### src/rtl/oneshot_pkg.sv
package oneshot_pkg;
  // Strobes from control to datapath.
  typedef struct packed {
    logic fire;  // start or restart the interval
    logic kill;  // clear is held: force the pulse low
  } shot_strobe_t;
endpackage

### src/rtl/oneshot_sync.sv
module oneshot_sync #(
  parameter int               N       = 3,
  parameter logic [N-1:0]     RST_VAL = '0
) (
  input  logic         clk,
  input  logic         rstN,
  input  logic [N-1:0] asyncIn,
  output logic [N-1:0] syncOut
);
  for (genvar i = 0; i < N; i++) begin : g_bit
    logic metaQ, stableQ;
    always_ff @(posedge clk) begin
      if (!rstN) begin
        metaQ   <= RST_VAL[i];
        stableQ <= RST_VAL[i];
      end else begin
        metaQ   <= asyncIn[i];
        stableQ <= metaQ;
      end
    end
    assign syncOut[i] = stableQ;
  end
endmodule

### src/rtl/oneshot_ctrl.sv
module oneshot_ctrl
  import oneshot_pkg::*;
#(
  parameter int RECOVER_CYCLES = 8
) (
  input  logic         clk,
  input  logic         rstN,
  input  logic         fallCur,
  input  logic         riseCur,
  input  logic         clearCur,
  output shot_strobe_t strobe
);
  localparam int LOCK_W = (RECOVER_CYCLES < 1) ? 1 : $clog2(RECOVER_CYCLES + 1);
  localparam logic [LOCK_W-1:0] LOCK_LOAD = LOCK_W'(RECOVER_CYCLES);

  logic              fallPrev, risePrev, clearPrev;
  logic [LOCK_W-1:0] lockCnt;
  logic              lockActive;
  logic              fallEdge, riseEdge, clearEdge;
  logic              fireFall, fireRise, fireClear;

  always_ff @(posedge clk) begin
    if (!rstN) begin
      fallPrev  <= 1'b1;
      risePrev  <= 1'b0;
      clearPrev <= 1'b1;
      lockCnt   <= '0;
    end else begin
      fallPrev  <= fallCur;
      risePrev  <= riseCur;
      clearPrev <= clearCur;
      if (!clearCur)
        lockCnt <= LOCK_LOAD;
      else if (lockActive)
        lockCnt <= lockCnt - 1'b1;
    end
  end

  always_comb begin
    lockActive = (lockCnt != '0);
    fallEdge   = fallPrev & ~fallCur;
    riseEdge   = ~risePrev & riseCur;
    clearEdge  = ~clearPrev & clearCur;
    fireFall   = fallEdge & riseCur & clearCur & ~lockActive;
    fireRise   = riseEdge & ~fallCur & clearCur & ~lockActive;
    fireClear  = clearEdge & ~fallCur & riseCur;
    strobe.fire = fireFall | fireRise | fireClear;
    strobe.kill = ~clearCur;
  end
endmodule

### src/rtl/oneshot_dp.sv
module oneshot_dp
  import oneshot_pkg::*;
#(
  parameter int WIDTH_W = 8
) (
  input  logic               clk,
  input  logic               rstN,
  input  logic [WIDTH_W-1:0] widthCfg,
  input  shot_strobe_t       strobe,
  output logic               pulse
);
  logic [WIDTH_W-1:0] remain;
  logic [WIDTH_W-1:0] loadVal;

  // The pulse register carries the first cycle, so load width minus one.
  always_comb loadVal = (widthCfg == '0) ? '0 : widthCfg - 1'b1;

  always_ff @(posedge clk) begin
    if (!rstN) begin
      pulse  <= 1'b0;
      remain <= '0;
    end else if (strobe.kill) begin
      pulse  <= 1'b0;
      remain <= '0;
    end else if (strobe.fire) begin
      pulse  <= 1'b1;
      remain <= loadVal;
    end else if (pulse) begin
      if (remain == '0)
        pulse <= 1'b0;
      else
        remain <= remain - 1'b1;
    end
  end
endmodule

### src/rtl/oneshot_timer.sv
module oneshot_timer
  import oneshot_pkg::*;
#(
  parameter int WIDTH_W        = 8,
  parameter int RECOVER_CYCLES = 8
) (
  input  logic               clk,
  input  logic               rstN,
  input  logic               trigFallIn,
  input  logic               trigRiseIn,
  input  logic               clearNIn,
  input  logic [WIDTH_W-1:0] widthCfg,
  output logic               pulseOut,
  output logic               pulseOutN
);
  logic [2:0]   syncVec;
  logic         clrCur;
  shot_strobe_t strobe;

  // Bit order {clear, rise, fall}; reset values match the idle levels.
  oneshot_sync #(.N(3), .RST_VAL(3'b101)) i_sync (
    .clk    (clk),
    .rstN   (rstN),
    .asyncIn({clearNIn, trigRiseIn, trigFallIn}),
    .syncOut(syncVec)
  );

  assign clrCur = syncVec[2];

  oneshot_ctrl #(.RECOVER_CYCLES(RECOVER_CYCLES)) i_ctrl (
    .clk     (clk),
    .rstN    (rstN),
    .fallCur (syncVec[0]),
    .riseCur (syncVec[1]),
    .clearCur(clrCur),
    .strobe  (strobe)
  );

  oneshot_dp #(.WIDTH_W(WIDTH_W)) i_dp (
    .clk     (clk),
    .rstN    (rstN),
    .widthCfg(widthCfg),
    .strobe  (strobe),
    .pulse   (pulseOut)
  );

  assign pulseOutN = ~pulseOut;
endmodule

### config.mk
export PLATFORM = sky130hd
export DESIGN_NAME = oneshot_timer
export DESIGN_NICKNAME = d
export VERILOG_FILES = /design/src/rtl/oneshot_pkg.sv /design/src/rtl/oneshot_sync.sv /design/src/rtl/oneshot_ctrl.sv /design/src/rtl/oneshot_dp.sv /design/src/rtl/oneshot_timer.sv
export SDC_FILE = /design/constraint.sdc
export NUM_CORES = 1
export LEC_CHECK = 0
export BUFFER_PORTS_ARGS = -buffer_cell sky130_fd_sc_hd__buf_2
export CAP_MARGIN = 20
export CORE_MARGIN = 2
export CORE_UTILIZATION = 45
export CTS_BUF_LIST = sky130_fd_sc_hd__clkbuf_4 sky130_fd_sc_hd__clkbuf_8
export CTS_CLUSTER_SIZE = 14
export DETAILED_ROUTE_END_ITERATION = 8
export GPL_TIMING_DRIVEN = 0
export PLACE_DENSITY_LB_ADDON = 0.25
export REMOVE_ABC_BUFFERS = 1
export SETUP_SLACK_MARGIN = 0.02
export SLEW_MARGIN = 30
export SYNTH_ARGS = -nofsm -noshare
export SYNTH_HDL_FRONTEND = slang
export SYNTH_SLANG_ARGS = --single-unit
### constraint.sdc
create_clock -name clk -period 2.4 [get_ports clk]
set_clock_uncertainty 0.1 [all_clocks]
set_input_delay 0.12 -clock clk [delete_from_list [all_inputs] [get_ports clk]]
set_output_delay 0.12 -clock clk [all_outputs]
set_load 0.02 [all_outputs]
==> implementation parameters, run 1 <==
Parameter                              Value

Power
  Switching part of the total ... a little over a quarter
  Leak pwr ... roughly 0.00056 µW
  Switching component of the power ... roughly 250 µW
  Power share of the sequential group ... around 46%
  Power per cell area ... between 600 and 700 nW/µm²
  Part of the power in the clock network ... between 20 and 30%
  P_int ... ~700 µW
  VDD IR-drop max ... about 0.00057 V
  Combinational Power Share ... roughly 25%
  Power after layout ... approximately 940 µW

Die
  Effective utilization at floorplan ... between 40% and 50%
  Placeable core area ... about 2500 µm²
  Ports placed on the boundary ... 15
  Die Footprint ... ~3000 µm²
  Core Rows ... 18
  Horiz. Die Dim ... ~55 µm
  Chip Height ... between 50 and 60 µm

Drt
  Via total after detailed routing ... roughly 900
  Routed wire length per instance ... roughly 12 µm
  Count of antenna-violating nets left after detailed routing ... 0
  First-iteration detailed-routing DRC count ... 10
  Detailed Routing Iterations Pass 1 ... 4
  Average via count per standard cell ... around 5.2
  Post-route DRC violation count ... 0
  Routed WL ... approximately 2.1 mm

Synthesis
  Cell area after synthesis ... 1169 µm²
  Dominant synthesized flop cell ... dfxtp_1
  Mapped Avg Cell Area ... between 9 and 10 µm²
  Cell taking the most area after synthesis ... dfxtp_1
  Fraction of registers with async set/reset ... 0%
  Register bit count reported by yosys ... 22
  Top cell type's share of synthesized area ... 37.69%
  Most common cell in the synthesized netlist ... dfxtp_1
  Leading cell types by total area after synthesis ... dfxtp_1 (38%), ha_1 (6.4%), mux2i_1 (6.0%), a21oi_1 (5.1%), nand2b_1 (4.3%)
  Cells after synthesis ... ~120
  Unique cell type count in the Yosys netlist ... 36
  Synth Warn # ... 0
  Cell types with the highest counts after synthesis ... dfxtp_1 (22), a21oi_1 (12), inv_1 (11)
  Number of enable-type register cells in the synthesized netlist ... 0
  Proportion of synthesized chip area in sequential cells ... 37.69%

Global route
  Pin count of the biggest net entering global routing ... 14
  Overflow left after global routing ... 0
  GRT Resource Usage Total ... 16.88%
  Initial antenna violation count ... 0
  Number of global-route vias before repair ... approximately 830
  Global-route wire length before repair ... about 3.6 mm

Timing
  Slew HR ... 72.18%
  Count of pins over their slew limit ... 0
  Tightest Pin Transition ... between 0.4 and 0.5 ns
  Final clock period utilization by the worst path ... 78.17%
  FMAX ... around 530 MHz
  Post-Route Setup TNS ... 0 ns
  Final hold violation count ... 0
  Final worst setup slack ... 0.5239 ns
  Count of final setup violators ... 0
  RSZ-0062 raised after global routing ... false
  Post-layout min period ... approximately 1.9 ns

Run status
  Outcome ... finished, final reports clean

Placement
  Placement Setup Slack ... 0.5680 ns
  Placed wire-length estimate ... ~1.6 mm
  IO Port Bufs ... 14
  Placer congestion estimate ... between 0.8 and 0.9

Flow run
  Max-cap violation count ... 0

Finish
  Share of final-layout standard cells stronger than drive strength 1 ... between 10% and 20%
  Net count of the finished layout ... 166
  Synth-to-layout area growth ... 18.52%
  Antenna fix cells ... 0

Worst setup path
  Start-to-end type of the worst setup path ... reg2reg
  Setup slack on the worst flop-to-flop path ... about 0.52 ns
  Arrival time worst endpoint ... approximately 2 ns
  Worst r2r path cells ... 6
  Delay of the slowest critical-path stage ... between 0.4 and 0.5 ns
  Worst reg2reg path startpoint ... i_ctrl.lockCnt[0]
  Type of destination of the critical path ... flop
  CP max FO ... 8
  Required time of the critical path ... around 2.5 ns
  Reg-to-Reg End ... i_dp.remain[3]
  Cells along the critical path ... inv_1, ha_1, nor3b_4, o211ai_4, or3b_4, o22ai_2
  Cell with the biggest individual delay on the critical path ... or3b_4
  Kind of start point of the critical path ... flop

Clock network
  Insertion delay of the later-clocked pin in the worst-skew pair ... 0.31 ns
  Maximum buffer depth of the clock tree ... 2
  Number of buffers inserted during clock tree synthesis ... 3
  Deepest level of the CTS H-tree ... 1
  Clock sink total ... 22
  TritonCTS clock tree ... done
  Clock tree root buffer cell ... clkbuf_4
  Clk slew on worst S/H paths ... between 0.1 and 0.15 ns
  Post-CTS setup repair buffer count ... 0

Worst hold path
  Number of cells on the worst hold path ... 3
  Type of the most critical hold path ... in2reg
  End of the worst hold path ... i_dp.remain[4]
  Min-delay src ... widthCfg[4]
-- state kept, by name (all words and copies together) (netlist names) --
name,cells
i_ctrl.clearPrev,1
i_ctrl.fallPrev,1
i_dp.remain,8
i_ctrl.risePrev,1
i_sync.g_bit.metaQ,3
i_ctrl.lockCnt,4
i_sync.g_bit.stableQ,3
i_dp.pulse,1
-- placed cells by master (no fill, tap or decap), drive strengths merged, types with 4 or more instances in the layout --
cell type    synthesis  layout
dfxtp               22      22
buf                  0      14
a21oi               12      12
inv                 11      11
nand2b               8       8
nor2                 7       7
mux2i                7       7
ha                   6       6
dlygate4sd3          0       6
o22ai                6       6
nand3b               5       5
nand2                4       4
xnor2                4       4
a211oi               4       4
nor3                 4       4
-- per-layer routing --
metal	vias to the layer above	part of all wire [%]	track usage, %
li1	477	-	-
met1	420	51	23.19
met2	13	45	27.58
met3	4	2.9	1.613
met4	0	1.2	6.098
met5	-	0	0
-- critical path, delay by kind of cell (launching register included) --
family | cells | cell delay [ns]
fa+ha+maj | 1 | 0.21
compound gates | 2 | 0.31
buf+inv | 1 | 0.11
simple gates | 2 | 0.74
flops | 1 | 0.33
-- power groups by stage --
stage / registers, µW / clock network [µW] / logic, µW
4_1_cts: 428 / 282 / 235
2_1_floorplan: 430 / 0 / 182
3_3_place_gp: 434 / 0 / 217
5_1_grt: 432 / 306 / 263
6_report: 428 / 278 / 233
3_5_place_dp: 437 / 0 / 226
-- kinds of logic (layout without fill, tap and decap cells) --
group,count (synthesis),count (layout),synth area share [%]
buf+inv,12,35,3.854
xor+xnor,5,5,3.747
simple gates,45,45,26.77
flops,22,22,37.69
fa+ha+maj,6,6,6.424
compound gates,25,25,14.56
mux,8,8,6.959
-- per-stage QoR --
step                      std cells  cell area [µm²]  util (%)  hold WS, ns
after floorplan                 122             1165         -      0.09304
after global placement          166             1272     51.36       0.2088
after detailed placement        166             1272     51.36       0.2117
after CTS                       176             1385     55.91      0.04055
after global routing            176             1385     55.91      0.05951
final                           176             1385     55.91      0.05057
-- how the worst max path moves through the flow --
stage	start	endpoint	slack (ns)	cells past startpoint
after floorplan	i_ctrl.lockCnt[0]	i_dp.remain[3]	0.71	6
after global placement	i_ctrl.lockCnt[0]	i_dp.remain[3]	0.59	6
after detailed placement	i_ctrl.lockCnt[0]	i_dp.remain[3]	0.57	6
after CTS	i_ctrl.lockCnt[0]	i_dp.remain[3]	0.52	6
after global routing	i_ctrl.lockCnt[0]	i_dp.remain[1]	0.41	6
final	i_ctrl.lockCnt[0]	i_dp.remain[3]	0.52	6
-- layout make-up --
type,count,area [µm²]
repair buffers,20,130.1
inverters,11,41.29
clock buffers,3,22.52
fillers,251,1092
clock inverters,1,30.03
flip-flops and latches,22,440.4
well taps,30,37.54
multi-input cells,89,683.2
-- repair_timing --
action,4_1_cts,5_1_grt
endpoints found under the hold margin,7,0
hold buffers,6,0
gates resized for setup,0,0
Power figures use the tool's default switching activity.
==> inputs of run 2 (changes only) <==
==> constraint.sdc (replaced) <==
create_clock -name clk -period 1.65 [get_ports clk]
set_clock_uncertainty 0.1 [all_clocks]
set_input_delay 0.0825 -clock clk [delete_from_list [all_inputs] [get_ports clk]]
set_output_delay 0.0825 -clock clk [all_outputs]
set_load 0.02 [all_outputs]
==> run 2 against run 1 <==
Compared with the run above: sequential share of layout area decreased by 2.9 points; worst setup slack got worse by 0.51 ns; via count increased by 4.8%; highest routed layer unchanged; largest power group unchanged; wire length increased by 15%.
==> implementation parameters, run 2 (synthesis gave the netlist of run 1 again) <==
Parameter                              Value

Power
  Part of the power in the clock network ... 26.9% (was 29.6%)
  Combinational Power Share ... 31.4% (was 24.9%)
  Switching component of the power ... 415.4 µW (was 251.0 µW)
  Power after layout ... 1515 µW (was 939.4 µW)
  Power share of the sequential group ... 41.7% (was 45.5%)
  Switching part of the total ... 27.43% (was 26.72%)
  P_int ... 1099 µW (was 688.4 µW)
  Leak pwr ... 0.0006292 µW (was 0.0005641 µW)
  VDD IR-drop max ... 0.0008692 V (was 0.0005658 V)
  Power per cell area ... 979.4 nW/µm² (was 678.2 nW/µm²)

Die
  Ports placed on the boundary ... 15 (unchanged)
  Chip Height ... 54.96 µm (unchanged)
  Placeable core area ... 2477 µm² (unchanged)
  Horiz. Die Dim ... 54.96 µm (unchanged)
  Core Rows ... 18 (unchanged)
  Effective utilization at floorplan ... 47.17% (unchanged)
  Die Footprint ... 3021 µm² (unchanged)

Worst setup path
  Worst reg2reg path startpoint ... i_ctrl.lockCnt[1] (was i_ctrl.lockCnt[0])
  Reg-to-Reg End ... i_dp.remain[1] (was i_dp.remain[3])
  Required time of the critical path ... 1.78 ns (was 2.53 ns)
  Start point of the critical path ... i_ctrl.lockCnt[1] (was i_ctrl.lockCnt[0])
  Crit path max-delay family ... simple AND/OR/NAND/NOR gates (unchanged)
  Arrival time worst endpoint ... 1.77 ns (was 2.01 ns)
  Count of buffering cells on the critical path with inverters included ... 1 (unchanged)
  Kind of start point of the critical path ... flop (unchanged)
  CP endpoint ... i_dp.remain[1] (was i_dp.remain[3])
  Cell with the biggest individual delay on the critical path ... or3b_4 (unchanged)
  Delay of the slowest critical-path stage ... 0.41 ns (about the same)
  Cells along the critical path ... inv_2, ha_4, nor3b_4, o211ai_4, or3b_4, o22ai_2 (was inv_1, ha_1, nor3b_4, o211ai_4, or3b_4, o22ai_2)
  Type of destination of the critical path ... flop (unchanged)
  Worst r2r path cells ... 6 (unchanged)
  Setup slack on the worst flop-to-flop path ... 0.01 ns (was 0.52 ns)
  Path length in cells of the critical path ... 6 (unchanged)
  Start-to-end type of the worst setup path ... reg2reg (unchanged)
  CP max FO ... 3 (was 8)

Worst hold path
  Type of the most critical hold path ... in2reg (unchanged)

Drt
  First-iteration detailed-routing DRC count ... 13 (was 10)
  Average via count per standard cell ... 5.151 (was 5.193)
  Detailed Routing Iterations Pass 1 ... 4 (unchanged)
  Post-route DRC violation count ... 0 (unchanged)
  Routed wire length per instance ... 12.94 µm (was 11.93 µm)
  Routed WL ... 2.407 mm (was 2.100 mm)
  Count of antenna-violating nets left after detailed routing ... 0 (unchanged)
  Via total after detailed routing ... 958 (was 914)

Clock network
  Deepest level of the CTS H-tree ... 1 (unchanged)
  TritonCTS clock tree ... done (unchanged)
  Clk slew on worst S/H paths ... 0.13 ns (was 0.12 ns)
  Insertion delay of the later-clocked pin in the worst-skew pair ... 0.31 ns (about the same)
  Clock tree root buffer cell ... clkbuf_4 (unchanged)
  Maximum buffer depth of the clock tree ... 2 (unchanged)
  Clock sink total ... 22 (unchanged)
  Number of buffers inserted during clock tree synthesis ... 3 (unchanged)

Finish
  Highest-count cells in the layout ignoring fill and taps ... dfxtp_1 (17), buf_2 (14), a21oi_1 (10), buf_4 (10), nand2b_1 (8) (was dfxtp_1 (22), buf_2 (14), a21oi_1 (12), inv_1 (11), nand2b_1 (8))
  Register with the most flip-flops ... i_dp.remain (unchanged)
  Area taken by flip-flops and latches ... 446.7 µm² (was 440.4 µm²)
  Most frequent standard cell in the layout excluding fill and tap cells ... dfxtp_1 (unchanged)
  Net count of the finished layout ... 176 (was 166)
  Synth-to-layout area growth ... 32.33% (was 18.52%)
  Fill cells ... 229 (was 251)
  Share of final-layout standard cells stronger than drive strength 1 ... 35.26% (was 17.81%)
  Final core utilization ... 62.42% (was 55.91%)
  Antenna fix cells ... 0 (unchanged)
  Largest registers in the final layout ... i_dp.remain (8), i_ctrl.lockCnt (4) (unchanged)
  Number of flip-flops under the largest register name ... 8 (unchanged)
  Area used by multi-input combinational logic ... 763.2 µm² (was 683.2 µm²)

Global route
  Pin count of the biggest net entering global routing ... 14 (unchanged)
  Global-route wire length before repair ... 4.008 mm (was 3.622 mm)
  GRT Resource Usage Total ... 18.68% (was 16.88%)
  Initial antenna violation count ... 0 (unchanged)
  Number of global-route vias before repair ... 900 (was 834)
  Overflow left after global routing ... 0 (unchanged)

Run status
  Outcome ... finished, final reports clean (unchanged)

Flow run
  Max-cap violation count ... 0 (unchanged)

Timing
  Count of pins over their slew limit ... 0 (unchanged)
  Slew HR ... 72.16% (was 72.18%)
  RSZ-0062 raised after global routing ... true (was false)
  Final clock period utilization by the worst path ... 99.22% (was 78.17%)
  FMAX ... 610.8 MHz (was 533.0 MHz)
  Post-layout min period ... 1.637 ns (was 1.876 ns)
  Hold slack ... 0.009904 ns (was 0.05057 ns)
  Final hold violation count ... 0 (unchanged)
  Count of final setup violators ... 0 (unchanged)
  Tightest Pin Transition ... 0.4144 ns (was 0.4142 ns)

Placement
  Placed wire-length estimate ... 1.592 mm (unchanged)
  IO Port Bufs ... 14 (unchanged)
  Placer congestion estimate ... 0.8041 (unchanged)
## run 2: changes by cell type in the layout (fill, tap and decap cells not counted), moves of 2 or more
cell and delta:
buf_4 +10, a21oi_1 -2, a211oi_1 -2, inv_1 -4
dfxtp_1 -5, dfxtp_2 +5, inv_2 +4, a211oi_2 +2
ha_4 +2, ha_1 -2
## run 2: metal layers
layer	up-vias	global-route usage, %	wire, µm
met5	-	0	0
met4	0	6.098	25
met3	4	1.613	50
met2	11	30.95	1127
met1	444	25.63	1204
li1	499	-	-
## run 2: per-stage QoR
stage / TNS, ns / instance area (µm²) / cells / setup WS (ns)
global route: -0.2065 / 1546 / 186 / -0.05232
detailed placement: -0.7446 / 1272 / 166 / -0.1820
CTS: -0.02759 / 1483 / 185 / -0.01976
finish: 0 / 1546 / 186 / 0.01289
global placement: -0.5173 / 1272 / 166 / -0.1572
floorplan: -0.07033 / 1165 / 122 / -0.04220
## run 2: how the worst min path moves through the flow
stage / to / slack [ns] / cells after the start / from
3_5_place_dp: i_sync.g_bit[2].metaQ / 0.17 / 2 / clearNIn
3_3_place_gp: i_sync.g_bit[0].metaQ / 0.17 / 2 / trigFallIn
4_1_cts: i_dp.remain[4] / 0.003 / 3 / widthCfg[4]
2_1_floorplan: i_ctrl.fallPrev / 0.06 / 1 / rstN
6_report: i_dp.remain[4] / 0.01 / 3 / widthCfg[4]
5_1_grt: i_dp.remain[4] / 0.01 / 3 / widthCfg[4]
## run 2: power by group through the flow
stage | Combinational, µW | Sequential, µW | Clock [µW]
6_report | 476 | 631 | 407
3_5_place_dp | 328 | 635 | 0
4_1_cts | 445 | 630 | 410
3_3_place_gp | 316 | 631 | 0
2_1_floorplan | 265 | 626 | 0
5_1_grt | 528 | 637 | 450
## run 2: tightest hold or removal path: cells and delay by family
family	cells	cell delay [ns]
AOI/OAI and AO/OA	1	0.10
buffers and inverters	1	0.11
xor gates and xnor gates	1	0.08
## run 2: timing repair
action,CTS,global route
buffers inserted,9,1
hold buffers,6,0
resized for setup,9,15
endpoints found under the setup margin,7,8
endpoints found under the hold margin,7,0
pin swaps,4,5
## run 2: cell type report
cell class              instances  share of cell area [%]
clock buffers                   3                   1.456
clock inverters                 1                   1.942
inverters                      11                   2.670
multi-input cells              89                   49.35
flip-flops and latches         22                   28.88
well taps                      30                   2.427
repair buffers                 30                   13.27
==> inputs of run 3 (changes only) <==
--- a/config.mk
+++ b/config.mk
@@ -7,7 +7,7 @@
 export LEC_CHECK = 0
 export BUFFER_PORTS_ARGS = -buffer_cell sky130_fd_sc_hd__buf_2
 export CAP_MARGIN = 20
-export CORE_MARGIN = 2
+export CORE_MARGIN = 4
 export CORE_UTILIZATION = 45
 export CTS_BUF_LIST = sky130_fd_sc_hd__clkbuf_4 sky130_fd_sc_hd__clkbuf_8
 export CTS_CLUSTER_SIZE = 14
==> run 3 against run 2 <==
Compared with the run above: largest power group unchanged; critical path depth up 1; via count is 0.84% lower; sequential power is 0.6% lower; count of clock-buffer cells in the layout unchanged; core utilization is 1.2 points lower; worst hold slack better by 0.037 ns; register-to-register slack about the same; final area decreased by 1.9%; die area is 15% higher; global-route usage shrank 4.0 points; flip-flop and latch count unchanged.
==> implementation parameters, run 3 (synthesis gave the netlist of run 1 again) <==
Parameter                              Value

Placement
  IO Port Bufs ... 14 (unchanged)
  Placer congestion estimate ... 0.7795 (was 0.8041)
  Placed wire-length estimate ... 1.537 mm (was 1.592 mm)
  Placement Setup Slack ... -0.1647 ns (was -0.1820 ns)
  Cell Area, Placed ... 1272 µm² (unchanged)

Power
  Leak pwr ... 0.0006180 µW (was 0.0006292 µW)
  Power per cell area ... 981.1 nW/µm² (was 979.4 nW/µm²)
  VDD IR-drop max ... 0.0008498 V (was 0.0008692 V)
  Power after layout ... 1488 µW (was 1515 µW)

Clock network
  TritonCTS clock tree ... done (unchanged)
  Number of buffers inserted during clock tree synthesis ... 3 (unchanged)
  Deepest level of the CTS H-tree ... 1 (unchanged)
  Clock tree root buffer cell ... clkbuf_4 (unchanged)
  Insertion delay of the later-clocked pin in the worst-skew pair ... 0.30 ns (was 0.31 ns)
  Maximum buffer depth of the clock tree ... 2 (unchanged)
  Clk slew on worst S/H paths ... 0.12 ns (was 0.13 ns)
  Clock sink total ... 22 (unchanged)

Worst setup path
  Type of destination of the critical path ... flop (unchanged)
  Start-to-end type of the worst setup path ... reg2reg (unchanged)
  CP max FO ... 3 (unchanged)
  Required time of the critical path ... 1.76 ns (was 1.78 ns)
  Arrival time worst endpoint ... 1.74 ns (was 1.77 ns)
  Setup slack on the worst flop-to-flop path ... 0.02 ns (was 0.01 ns)
  Kind of start point of the critical path ... flop (unchanged)

Finish
  Summed area of non-filler cells in the final layout ... 1516 µm² (was 1546 µm²)
  Synth-to-layout area growth ... 29.76% (was 32.33%)
  Highest-count cells in the layout ignoring fill and taps ... dfxtp_1 (17), buf_2 (14), a21oi_1 (12), buf_4 (10) (was dfxtp_1 (17), buf_2 (14), a21oi_1 (10), buf_4 (10), nand2b_1 (8))
  Area taken by flip-flops and latches ... 449.2 µm² (was 446.7 µm²)
  Most frequent standard cell in the layout excluding fill and tap cells ... dfxtp_1 (unchanged)
  Largest registers in the final layout ... i_dp.remain (8), i_ctrl.lockCnt (4) (unchanged)
  Area used by multi-input combinational logic ... 710.7 µm² (was 763.2 µm²)
  Share of final-layout standard cells stronger than drive strength 1 ... 29.11% (was 35.26%)
  Register with the most flip-flops ... i_dp.remain (unchanged)
  Antenna fix cells ... 0 (unchanged)
  Fill cells ... 226 (was 229)
  Number of flip-flops under the largest register name ... 8 (unchanged)
  Net count of the finished layout ... 178 (was 176)

Timing
  RSZ-0062 raised after global routing ... true (unchanged)
  Slew HR ... 73.23% (was 72.16%)
  Final hold violation count ... 0 (unchanged)
  Post-Route Setup TNS ... 0 ns (unchanged)
  Count of final setup violators ... 0 (unchanged)
  Post-layout min period ... 1.630 ns (was 1.637 ns)
  Tightest Pin Transition ... 0.3985 ns (was 0.4144 ns)
  Count of pins over their slew limit ... 0 (unchanged)
  Final worst setup slack ... 0.02021 ns (was 0.01289 ns)
  Hold slack ... 0.04735 ns (was 0.009904 ns)
  Final clock period utilization by the worst path ... 98.78% (was 99.22%)
  FMAX ... 613.6 MHz (was 610.8 MHz)

Drt
  Detailed Routing Iterations Pass 1 ... 4 (unchanged)
  Routed WL ... 2.263 mm (was 2.407 mm)
  Via total after detailed routing ... 950 (was 958)
  Routed wire length per instance ... 12.04 µm (was 12.94 µm)
  Post-route DRC violation count ... 0 (unchanged)
  Count of antenna-violating nets left after detailed routing ... 0 (unchanged)
  Average via count per standard cell ... 5.053 (was 5.151)
  First-iteration detailed-routing DRC count ... 22 (was 13)

Die
  Chip Height ... 58.96 µm (was 54.96 µm)
  Horiz. Die Dim ... 58.96 µm (was 54.96 µm)
  Die Footprint ... 3476 µm² (was 3021 µm²)
  Ports placed on the boundary ... 15 (unchanged)
  Placeable core area ... 2477 µm² (unchanged)
  Effective utilization at floorplan ... 47.17% (unchanged)
  Core Rows ... 18 (unchanged)

Global route
  GRT Resource Usage Total ... 14.70% (was 18.68%)
  Overflow left after global routing ... 0 (unchanged)
  Global-route wire length before repair ... 4.002 mm (was 4.008 mm)
  Number of global-route vias before repair ... 898 (was 900)
  Initial antenna violation count ... 0 (unchanged)
  Pin count of the biggest net entering global routing ... 14 (unchanged)

Run status
  Outcome ... finished, final reports clean (unchanged)

Flow run
  Max-cap violation count ... 0 (unchanged)

Worst hold path
  Type of the most critical hold path ... in2reg (unchanged)
run 3: changes by cell type in the layout (fill, tap and decap cells not counted), sizes merged:
cell and delta:
dlygate4sd3 +2
run 3: cell type report:
type	instances	area share (%)
clock buffer	3	1.485
clock inverter	1	1.980
inverter	11	2.723
multi-input combinational	89	46.86
sequential	22	29.62
tap	30	2.475
timing repair buffer	32	14.85
run 3: worst max-delay path: stages, from the launching register on:
cell	delay (ns)
dfxtp_1	0.36
inv_1	0.07
ha_2	0.17
nor3b_4	0.15
a21o_1	0.20
buf_4	0.14
xnor2_1	0.12
a211oi_1	0.23
run 3: layer usage:
layer	vias to the layer above	routed length [µm]	global-route usage [%]
li1	502	-	-
met1	434	1117	20.22
met2	12	1063	24.13
met3	2	69	1.974
met4	0	13	3.883
met5	-	0	0
run 3: power breakdown:
| part | internal, µW | leakage [µW] | switching (µW) |
|---|---|---|---|
| clock network | 245 | 0.0000279 | 159 |
| logic | 262 | 0.000408 | 195 |
| registers | 584 | 0.000182 | 43.5 |
run 3: what timing repair did:
item,in CTS,in global routing
buffers inserted,7,3
pin swaps,4,3
cloned,0,0
setup endpoints to repair,7,8
gates resized for setup,8,6
endpoints found under the hold margin,8,0
hold buffers,8,0
run 3: path summary, 6_finish.rpt:
path,start,endpoint,depth (start not counted)
min,widthCfg[7],i_dp.remain[7],3
max reg2reg,i_dp.remain[1],i_dp.remain[0],7
max,i_dp.remain[1],i_dp.remain[0],7
min reg2reg,i_sync.g_bit[2].metaQ,i_sync.g_bit[2].stableQ,1
run 3: stage by stage:
step	instances	util (%)
after floorplan	122	-
after global placement	166	51.36
after global routing	188	61.21
after CTS	185	59.75
after detailed placement	166	51.36
final	188	61.21
